$ cat config.mk
export PLATFORM = sky130hd
export DESIGN_NAME = pipe_route_net
export DESIGN_NICKNAME = d
export VERILOG_FILES = /design/src/rtl/pipe_route_pkg.sv /design/src/rtl/pipe_route_fifo.sv /design/src/rtl/pipe_route_switch.sv /design/src/rtl/pipe_route_net.sv
export SDC_FILE = /design/constraint.sdc
export NUM_CORES = 2
export LEC_CHECK = 0
export CAP_MARGIN = 20
export CORE_AREA = 2 2 388 390
export CTS_BUF_LIST = sky130_fd_sc_hd__clkbuf_4 sky130_fd_sc_hd__clkbuf_8
export DETAILED_ROUTE_END_ITERATION = 16
export DIE_AREA = 0 0 390 392
export PLACE_DENSITY_LB_ADDON = 0.08
export SETUP_SLACK_MARGIN = 0.2
export SLEW_MARGIN = 15
export SYNTH_ARGS = -nofsm -noshare
export SYNTH_HDL_FRONTEND = slang
export SYNTH_SLANG_ARGS = --single-unit
$ cat constraint.sdc
create_clock -name clk -period 7.61 [get_ports clk]
set_input_delay 1.522 -clock clk [delete_from_list [all_inputs] [get_ports clk]]
set_output_delay 1.522 -clock clk [all_outputs]
set_load 0.01 [all_outputs]
$ cat src/rtl/pipe_route_pkg.sv
package pipe_route_pkg;
  // Lower line of the pair that a stage switch k joins: insert a 0 at bit bp.
  function automatic int low_line(input int k, input int bp);
    return ((k >> bp) << (bp + 1)) | (k & ((1 << bp) - 1));
  endfunction

  // Upper line of the same pair.
  function automatic int high_line(input int k, input int bp);
    return low_line(k, bp) | (1 << bp);
  endfunction

  // Next queue pointer with wrap at depth.
  function automatic int next_ptr(input int ptr, input int depth);
    return (ptr == depth - 1) ? 0 : ptr + 1;
  endfunction
endpackage

$ cat src/rtl/pipe_route_fifo.sv
module pipe_route_fifo #(
  parameter int W = 8,
  parameter int DEPTH = 2,
  localparam int PTR_W = (DEPTH > 1) ? $clog2(DEPTH) : 1,
  localparam int CNT_W = $clog2(DEPTH + 1)
) (
  input  logic         clk,
  input  logic         rst_n,
  input  logic         push,
  input  logic [W-1:0] push_data,
  output logic         room,
  input  logic         pop,
  output logic         head_valid,
  output logic [W-1:0] head_data
);
  logic [W-1:0]     mem [DEPTH];
  logic [PTR_W-1:0] wr_ptr, rd_ptr;
  logic [CNT_W-1:0] cnt;
  logic             do_push, do_pop;

  assign room       = (cnt < CNT_W'(DEPTH));
  assign head_valid = (cnt != '0);
  assign head_data  = mem[rd_ptr];
  assign do_push    = push && room;
  assign do_pop     = pop && head_valid;

  always_ff @(posedge clk) begin
    if (!rst_n) begin
      wr_ptr <= '0;
      rd_ptr <= '0;
      cnt    <= '0;
    end else begin
      if (do_push) begin
        mem[wr_ptr] <= push_data;
        wr_ptr <= PTR_W'(pipe_route_pkg::next_ptr(int'(wr_ptr), DEPTH));
      end
      if (do_pop)
        rd_ptr <= PTR_W'(pipe_route_pkg::next_ptr(int'(rd_ptr), DEPTH));
      cnt <= cnt + CNT_W'(do_push) - CNT_W'(do_pop);
    end
  end
endmodule

$ cat src/rtl/pipe_route_switch.sv
module pipe_route_switch #(
  parameter int PKT_W = 38,
  parameter int DATA_W = 32,
  parameter int BIT_POS = 0,
  parameter int FIFO_DEPTH = 2
) (
  input  logic                  clk,
  input  logic                  rst_n,
  input  logic [1:0]            in_v,
  input  logic [1:0][PKT_W-1:0] in_d,
  output logic [1:0]            in_r,
  output logic [1:0]            out_v,
  output logic [1:0][PKT_W-1:0] out_d,
  input  logic [1:0]            out_r
);
  logic [1:0] want;      // output each input asks for
  logic [1:0] clash;     // input i meets a rival for the same output
  logic [1:0] room;
  logic [1:0] push;
  logic [1:0] pick;      // which input feeds output j this cycle
  logic [1:0] favour;    // round-robin pointer per output

  always_comb begin
    for (int i = 0; i < 2; i++) begin
      want[i]  = in_d[i][DATA_W + BIT_POS];
      clash[i] = in_v[1 - i] && (want[1 - i] == want[i]);
      in_r[i]  = room[want[i]] && (!clash[i] || (favour[want[i]] == 1'(i)));
    end
    for (int j = 0; j < 2; j++) begin
      pick[j] = in_v[1] && in_r[1] && (want[1] == 1'(j));
      push[j] = pick[j] || (in_v[0] && in_r[0] && (want[0] == 1'(j)));
    end
  end

  always_ff @(posedge clk) begin
    if (!rst_n) begin
      favour <= '0;
    end else begin
      for (int j = 0; j < 2; j++)
        if (push[j]) favour[j] <= ~pick[j];
    end
  end

  for (genvar j = 0; j < 2; j++) begin : g_out
    pipe_route_fifo #(.W(PKT_W), .DEPTH(FIFO_DEPTH)) u_q (
      .clk       (clk),
      .rst_n     (rst_n),
      .push      (push[j]),
      .push_data (in_d[pick[j]]),
      .room      (room[j]),
      .pop       (out_r[j]),
      .head_valid(out_v[j]),
      .head_data (out_d[j])
    );
  end
endmodule

$ cat src/rtl/pipe_route_net.sv
module pipe_route_net #(
  parameter int N_PORTS = 8,
  parameter int DATA_W = 32,
  parameter int FIFO_DEPTH = 2,
  localparam int ADDR_W = $clog2(N_PORTS),
  localparam int STAGES = ADDR_W,
  localparam int PKT_W = 2 * ADDR_W + DATA_W
) (
  input  logic                      clk,
  input  logic                      rst_n,
  input  logic [N_PORTS-1:0]        in_valid,
  output logic [N_PORTS-1:0]        in_ready,
  input  logic [N_PORTS*ADDR_W-1:0] in_dest,
  input  logic [N_PORTS*DATA_W-1:0] in_data,
  output logic [N_PORTS-1:0]        out_valid,
  input  logic [N_PORTS-1:0]        out_ready,
  output logic [N_PORTS*ADDR_W-1:0] out_src,
  output logic [N_PORTS*DATA_W-1:0] out_data
);
  // Packet layout: {source, destination, data}; line index at level s.
  logic             ln_v [STAGES+1][N_PORTS];
  logic             ln_r [STAGES+1][N_PORTS];
  logic [PKT_W-1:0] ln_d [STAGES+1][N_PORTS];

  for (genvar p = 0; p < N_PORTS; p++) begin : g_edge
    assign ln_v[0][p] = in_valid[p];
    assign ln_d[0][p] = {ADDR_W'(p), in_dest[p*ADDR_W +: ADDR_W], in_data[p*DATA_W +: DATA_W]};
    assign in_ready[p] = ln_r[0][p];
    assign out_valid[p] = ln_v[STAGES][p];
    assign out_src[p*ADDR_W +: ADDR_W] = ln_d[STAGES][p][PKT_W-1 -: ADDR_W];
    assign out_data[p*DATA_W +: DATA_W] = ln_d[STAGES][p][DATA_W-1:0];
    assign ln_r[STAGES][p] = out_ready[p];
  end

  for (genvar s = 0; s < STAGES; s++) begin : g_stage
    localparam int BP = ADDR_W - 1 - s;
    for (genvar k = 0; k < N_PORTS / 2; k++) begin : g_sw
      localparam int LO = pipe_route_pkg::low_line(k, BP);
      localparam int HI = pipe_route_pkg::high_line(k, BP);
      logic [1:0]            iv, ir, ov, orr;
      logic [1:0][PKT_W-1:0] id, od;

      assign iv    = {ln_v[s][HI], ln_v[s][LO]};
      assign id[0] = ln_d[s][LO];
      assign id[1] = ln_d[s][HI];
      assign ln_r[s][LO] = ir[0];
      assign ln_r[s][HI] = ir[1];
      assign ln_v[s+1][LO] = ov[0];
      assign ln_v[s+1][HI] = ov[1];
      assign ln_d[s+1][LO] = od[0];
      assign ln_d[s+1][HI] = od[1];
      assign orr = {ln_r[s+1][HI], ln_r[s+1][LO]};

      pipe_route_switch #(
        .PKT_W(PKT_W), .DATA_W(DATA_W), .BIT_POS(BP), .FIFO_DEPTH(FIFO_DEPTH)
      ) u_sw (
        .clk  (clk),
        .rst_n(rst_n),
        .in_v (iv),
        .in_d (id),
        .in_r (ir),
        .out_v(ov),
        .out_d(od),
        .out_r(orr)
      );
    end
  end
endmodule

* Yosys cells after proc, flatten, opt, wreduce, memory -nomap -nowiden
Memories as Yosys holds them, arrays and structs flattened. A register that Yosys moved wholly into a read port is not among the register bits.
Cells that the tools add are included.
** Cells by class
- Add/sub/neg operators :: 96
- Magnitude comparators :: 72
- Equality and inequality tests :: 24
- Mux-type cells :: 312
- Bitwise logic cells :: 60
- Reduce and logical (&&, ||, !) cells :: 248
** Operators with widths (number)
- 38-bit two-way mux :: 48
- 1-bit two-way mux :: 264
- 1-bit logical AND :: 152
- 1-bit by 2-bit less-than comparator with 1-bit output (second input constant) :: 48
- 1-bit inverter :: 60
- 1-bit adder (second input constant) :: 48
- 2-bit by 1-bit adder with 2-bit output :: 24
- 1-bit logical OR :: 48
- 2-bit less-than comparator (second input constant) :: 24
- 2-bit nonzero test :: 24
- 2-bit by 1-bit subtractor with 2-bit output :: 24
- 1-bit equality test :: 24
- 1-bit zero test :: 24
** Storage, ports and cells
- Bits in registers :: 120
- Bits in writable memories :: 1824
- Input bits :: 298
- Output and inout port bits :: 296
- Logic and storage cells :: 932
- Memories :: 24
** Memories
- g_stage[0].g_sw[0].u_sw.g_out[0].u_q.mem :: words 2, bits a word 38, rd ports 1, clocked after memory_dff 1, wr ports 1, line pipe_route_fifo.sv:16 : logic [W-1:0] mem [DEPTH];
- g_stage[0].g_sw[0].u_sw.g_out[1].u_q.mem :: words 2, bits a word 38, rd ports 1, clocked after memory_dff 1, wr ports 1, line pipe_route_fifo.sv:16
- g_stage[0].g_sw[1].u_sw.g_out[0].u_q.mem :: words 2, bits a word 38, rd ports 1, clocked after memory_dff 1, wr ports 1, line pipe_route_fifo.sv:16
- g_stage[0].g_sw[1].u_sw.g_out[1].u_q.mem :: words 2, bits a word 38, rd ports 1, clocked after memory_dff 1, wr ports 1, line pipe_route_fifo.sv:16
- g_stage[0].g_sw[2].u_sw.g_out[0].u_q.mem :: words 2, bits a word 38, rd ports 1, clocked after memory_dff 1, wr ports 1, line pipe_route_fifo.sv:16
- g_stage[0].g_sw[2].u_sw.g_out[1].u_q.mem :: words 2, bits a word 38, rd ports 1, clocked after memory_dff 1, wr ports 1, line pipe_route_fifo.sv:16
- 18 more memories

* Longest topological paths before layout
- Word-level depth :: 12
- Depth in mapped cells :: 12
- Gate-level depth less buffers :: 10

* Cells and area by module
From an unflattened synthesis, not the netlist that was laid out.
** Unflattened totals
- Cells, all modules :: 4730
- Area, all modules :: 89133.0 um^2
** Modules (own cells, without submodules)
- pipe_route_fifo :: times used 24, cells each 143, area an instance 3064.2 um^2, sequential area each 2382.3 um^2
- pipe_route_switch :: times used 12, cells each 108, area an instance 1298.7 um^2, sequential area each 40.0 um^2
- pipe_route_net :: times used 1, cells each 2, area an instance 7.5 um^2, sequential area each 0.0 um^2

* Worst setup path after synthesis
Ideal clock, no wire load.
- Kind :: input to register
- Start :: in rst_n
- End :: mem g_stage[1].g_sw[0].u_sw.g_out[1].u_q.mem[0][0] in the netlist's numbering (enable)
- Library setup time :: 427 ps
- Arrival :: 3857 ps
- Data required time :: 7183 ps
- Slack :: 3326 ps
- Stages on the path :: 5
- Path buffers :: 3
- Path through :: clkbuf_1 -> clkbuf_1 -> buf_1 -> nand2_1 -> nor2_1
** On the way
- Cells in the longest elaborated chain, start to end :: 2
** Ends and longest elaborated chain
- start, declared :: line pipe_route_net.sv:10 : input logic rst_n,
- 1-bit two-way mux :: line pipe_route_fifo.sv:28 : if (!rst_n) begin
- 1-bit two-way mux (not written as such) :: line pipe_route_fifo.sv:34 : mem[wr_ptr] <= push_data;
- end, declared :: line pipe_route_fifo.sv:16
No other way between the ends.

* Final worst setup path
- Start :: in in_dest[14]
- End :: out in_ready[4]
** On the way
- Cells in the longest elaborated chain, start to end :: 5
- Elaborated cells between the ends (all ways) :: 9
- Classes of those cells :: eq/ne: 1; mux: 4; reduce/logical: 4
** Ends and longest elaborated chain
- start, declared :: line pipe_route_net.sv:13 : input logic [N_PORTS*ADDR_W-1:0] in_dest,
- 1-bit equality test :: line pipe_route_switch.sv:26 : clash[i] = in_v[1 - i] && (want[1 - i] == want[i]);
- 1-bit logical AND :: line pipe_route_switch.sv:26
- 1-bit zero test :: line pipe_route_switch.sv:27 : in_r[i] = room[want[i]] && (!clash[i] || (favour[want[i]] == 1'(i)));
- 1-bit logical OR :: line pipe_route_switch.sv:27
- 1-bit logical AND * :: line pipe_route_switch.sv:27
- end, declared :: line pipe_route_net.sv:12 : output logic [N_PORTS-1:0] in_ready,
Every way passes the cells marked *; elsewhere a longest branch is shown, timed or not. The select of a mux whose other input is x is not followed.

==> results_dict.tcl <==
set metrics [dict create \
    outcome "finished, final reports clean" \
    pin_count 594 \
    clk_latency_ps 1010 \
    power_w 0.03441 \
    cts.root.buffer_cell "clkbuf_8" \
    cts_resized 0 \
    cts_tree "built" \
    gr-total-overflow 0 \
    place_ws_ps 2778 \
    layout_commonest_cell "edfxtp_1" \
    power.leakage_nw 31.48 \
    yosysWarnings 0 \
    portBuffers 593 \
    syn_nets 4942 \
    dieHeight_um 392 \
    fin_crit_sh_pct 63.86 \
    final.setup.worst_slack_ps 2750 \
    crit_type "primary input to output port" \
    synth.avg_cell_area_um2 16.68 \
    antenna_found_initial 39 \
    internal_power_w 0.02295 \
    cp-start-kind "primary input" \
    met2_usage_pct 46.35 \
    p_sw_share_pct 33.30 \
    cts-htree-levels 5 \
    drv_cap 0 \
    drtIter0Drc 4931 \
    powerDensity_nw_per_um2 377.2 \
    grt_pass1_wl_mm 316.5 \
    vias 44140 \
    synth-seq-area-share_pct 69.43 \
    cp.required_ps 6090 \
    use_met1_pct 42.38 \
    setup_viol_count_final 0 \
    dpl.hpwl_mm 166.6 \
    hold_path_depth 2 \
    clkTransAtPathRegs_ps 60 \
    hold_class "flop to flop" \
    core_area_um2 148900 \
    hold_buffers 0 \
    drive_gt1_share_pct 23.58 \
    top_usage_layer "met2" \
    rsz0062_at_grt "false" \
    crit_arrival_ps 3340 \
    cts_sinks 1824 \
    routed_wl_mm 231.1 \
    routabilityCongestion 0.8981 \
    seqPwrFrac_pct 41.6 \
    switchingPower_w 0.01146 \
    fmax_ghz 0.2058 \
    worstSetupEndpointType "output port" \
    synth_edf_count 1680 \
    synthArstFlopShare_pct 0 \
    clockPowerShare_pct 25.5 \
    hp-start "g_stage[1].g_sw[3].u_sw.g_out[0].u_q.rd_ptr" \
    ys_types 64 \
    cts.path.max_buffers 4 \
    grt_max_degree 83 \
    wire_per_inst_um 30.62 \
    final_nets 5705 \
    placementRows 142 \
    r2r_slack_ps 3870 \
    fp.dieW_um 390 \
    vdd_drop_max_uv 205.3 \
    cts_setup_buffers 0 \
    track_usage_pct 29.79 \
    synth-main-ff-cell "edfxtp_1" \
    drtAntennaViolNets 0 \
    min_period_ps 4860 \
    worstPathMaxFanout 8 \
    r2r-end "g_stage[2].g_sw[3].u_sw.g_out[1].u_q.mem[0][18]" \
    ys_ff_latch 1824 \
    comb_power_share_pct 33.0 \
    syn-instance-count 4604 \
    holdPathEnd "g_stage[1].g_sw[3].u_sw.g_out[0].u_q.rd_ptr" \
    r2r_cells 7 \
    viasPerCell 5.850 \
    report.final.slew_viol_count 0 \
    fp.dieArea_um2 152900 \
    cts-buffers-inserted 318 \
    fillCellCount 11230 \
    setup_tns_ps 0 \
    final_cell_mix "edfxtp_1 (1,680), mux2i_1 (921), mux2_2 (635)" \
    grt_pass1_vias 43340 \
    worst_pin_slew_ps 1146 \
    syn_area_um2 76820 \
    fin_cells 7546 \
    areaGrowthSynthToFinish_pct 18.73 \
    drc_errors 0 \
    first_pass_iters 6 \
    place_inst 6986 \
    start_util_pct 51.59 \
    finClkSkew_ps 52.13 \
    grt_use_met3_pct 6.564 \
    relSlewSlack_pct 21.45 \
    hold_viol 0 \
]
## power by group through the flow
stage | combinational [W] | sequential (W) | clock (W)
finish | 0.0113 | 0.0143 | 0.00877
global route | 0.0119 | 0.0144 | 0.00936
CTS | 0.0113 | 0.0143 | 0.00891
detailed placement | 0.0113 | 0.0145 | 0
global placement | 0.0111 | 0.0144 | 0
floorplan | 0.00662 | 0.0142 | 0
## cells in the mapped netlist, types with 5 or more instances
cell type | count | area share (%)
mux2_2 | 635 | 9.3
buf_2 | 57 | 0.37
and3_1 | 28 | 0.23
buf_6 | 21 | 0.31
dfxtp_1 | 144 | 3.8
nand4b_1 | 5 | 0.057
and2_1 | 96 | 0.78
xor2_1 | 33 | 0.38
nor2b_1 | 24 | 0.20
o31ai_1 | 5 | 0.049
o21a_1 | 6 | 0.059
clkbuf_1 | 107 | 0.52
ha_1 | 40 | 0.65
inv_1 | 49 | 0.24
o21ba_2 | 7 | 0.091
nand4_1 | 5 | 0.041
nand2_1 | 61 | 0.30
o21bai_1 | 6 | 0.059
xnor2_1 | 47 | 0.54
o211a_1 | 7 | 0.091
nor2_1 | 219 | 1.1
buf_4 | 40 | 0.39
a21oi_1 | 156 | 1.0
buf_1 | 20 | 0.098
nor3_1 | 27 | 0.18
nand3_1 | 8 | 0.052
or3_1 | 15 | 0.12
o21ai_0 | 44 | 0.29
edfxtp_1 | 1680 | 66
nand2b_1 | 19 | 0.15
or2_2 | 11 | 0.090
mux2i_1 | 921 | 12
## cell families (layout without fill, tap and decap cells)
logic type / after synthesis / count (layout) / synth area share (%)
flops: 1824 / 1824 / 69.43
mux: 1561 / 1561 / 21.40
simple gates: 536 / 536 / 3.491
buf+inv: 295 / 1284 / 1.937
compound gates: 268 / 268 / 2.179
xor+xnor: 80 / 80 / 0.9121
fa+ha+maj: 40 / 40 / 0.6515
other cells: 0 / 9 / 0
## how the worst max path moves through the flow
stage,from,to,slack [ps],depth (start not counted)
after floorplan,rst_n,g_stage[1].g_sw[0].u_sw.g_out[1].u_q.mem[0][0],3330,5
after global placement,in_dest[14],in_ready[4],2740,5
after detailed placement,in_dest[14],in_ready[4],2780,5
after CTS,in_dest[14],in_ready[4],2770,5
after global routing,in_dest[14],in_ready[4],2600,5
final,in_dest[14],in_ready[4],2750,5
## per-layer routing
layer  vias up  wire, µm
met5         -       185
met4        26      5556
met3       318     20100
met2      2000    106800
met1     22630     98450
li1      19170         -
## state kept, by name, indices dropped and copies added, names as in the netlist, named ones only
| signal | cells |
|---|---|
| g_stage.g_sw.u_sw.g_out.u_q.mem | 1680 |
| g_stage.g_sw.u_sw.g_out.u_q.rd_ptr | 24 |
| g_stage.g_sw.u_sw.g_out.u_q.cnt | 48 |
| g_stage.g_sw.u_sw.favour | 24 |
| g_stage.g_sw.u_sw.g_out.u_q.wr_ptr | 24 |
## final cells by class
cell class	count	area, µm²	area share [%]
multi-input combinational	2485	22240	24.39
timing repair buffer	689	6832	7.490
clock inverter	86	469.2	0.5144
tap	1944	2432	2.667
sequential	1824	53350	58.49
antenna	9	22.52	0.02469
clock buffer	460	5674	6.221
inverter	49	183.9	0.2017
## stage by stage
step / hold slack (ps) / cell area (µm²) / utilization, %
2_1_floorplan: 451.6 / 76820 / -
3_3_place_gp: 450.2 / 84800 / 56.95
3_5_place_dp: 472.2 / 84930 / 57.04
4_1_cts: 485.5 / 91070 / 61.17
5_1_grt: 517.2 / 91190 / 61.25
6_report: 482.8 / 91210 / 61.26
## worst max-delay path: stages
cell	delay, ps
clkdlybuf4s50_1	620
nor3_1	90
o21ai_0	380
o21a_1	190
clkdlybuf4s50_1	530
Power figures use the tool's default switching activity.
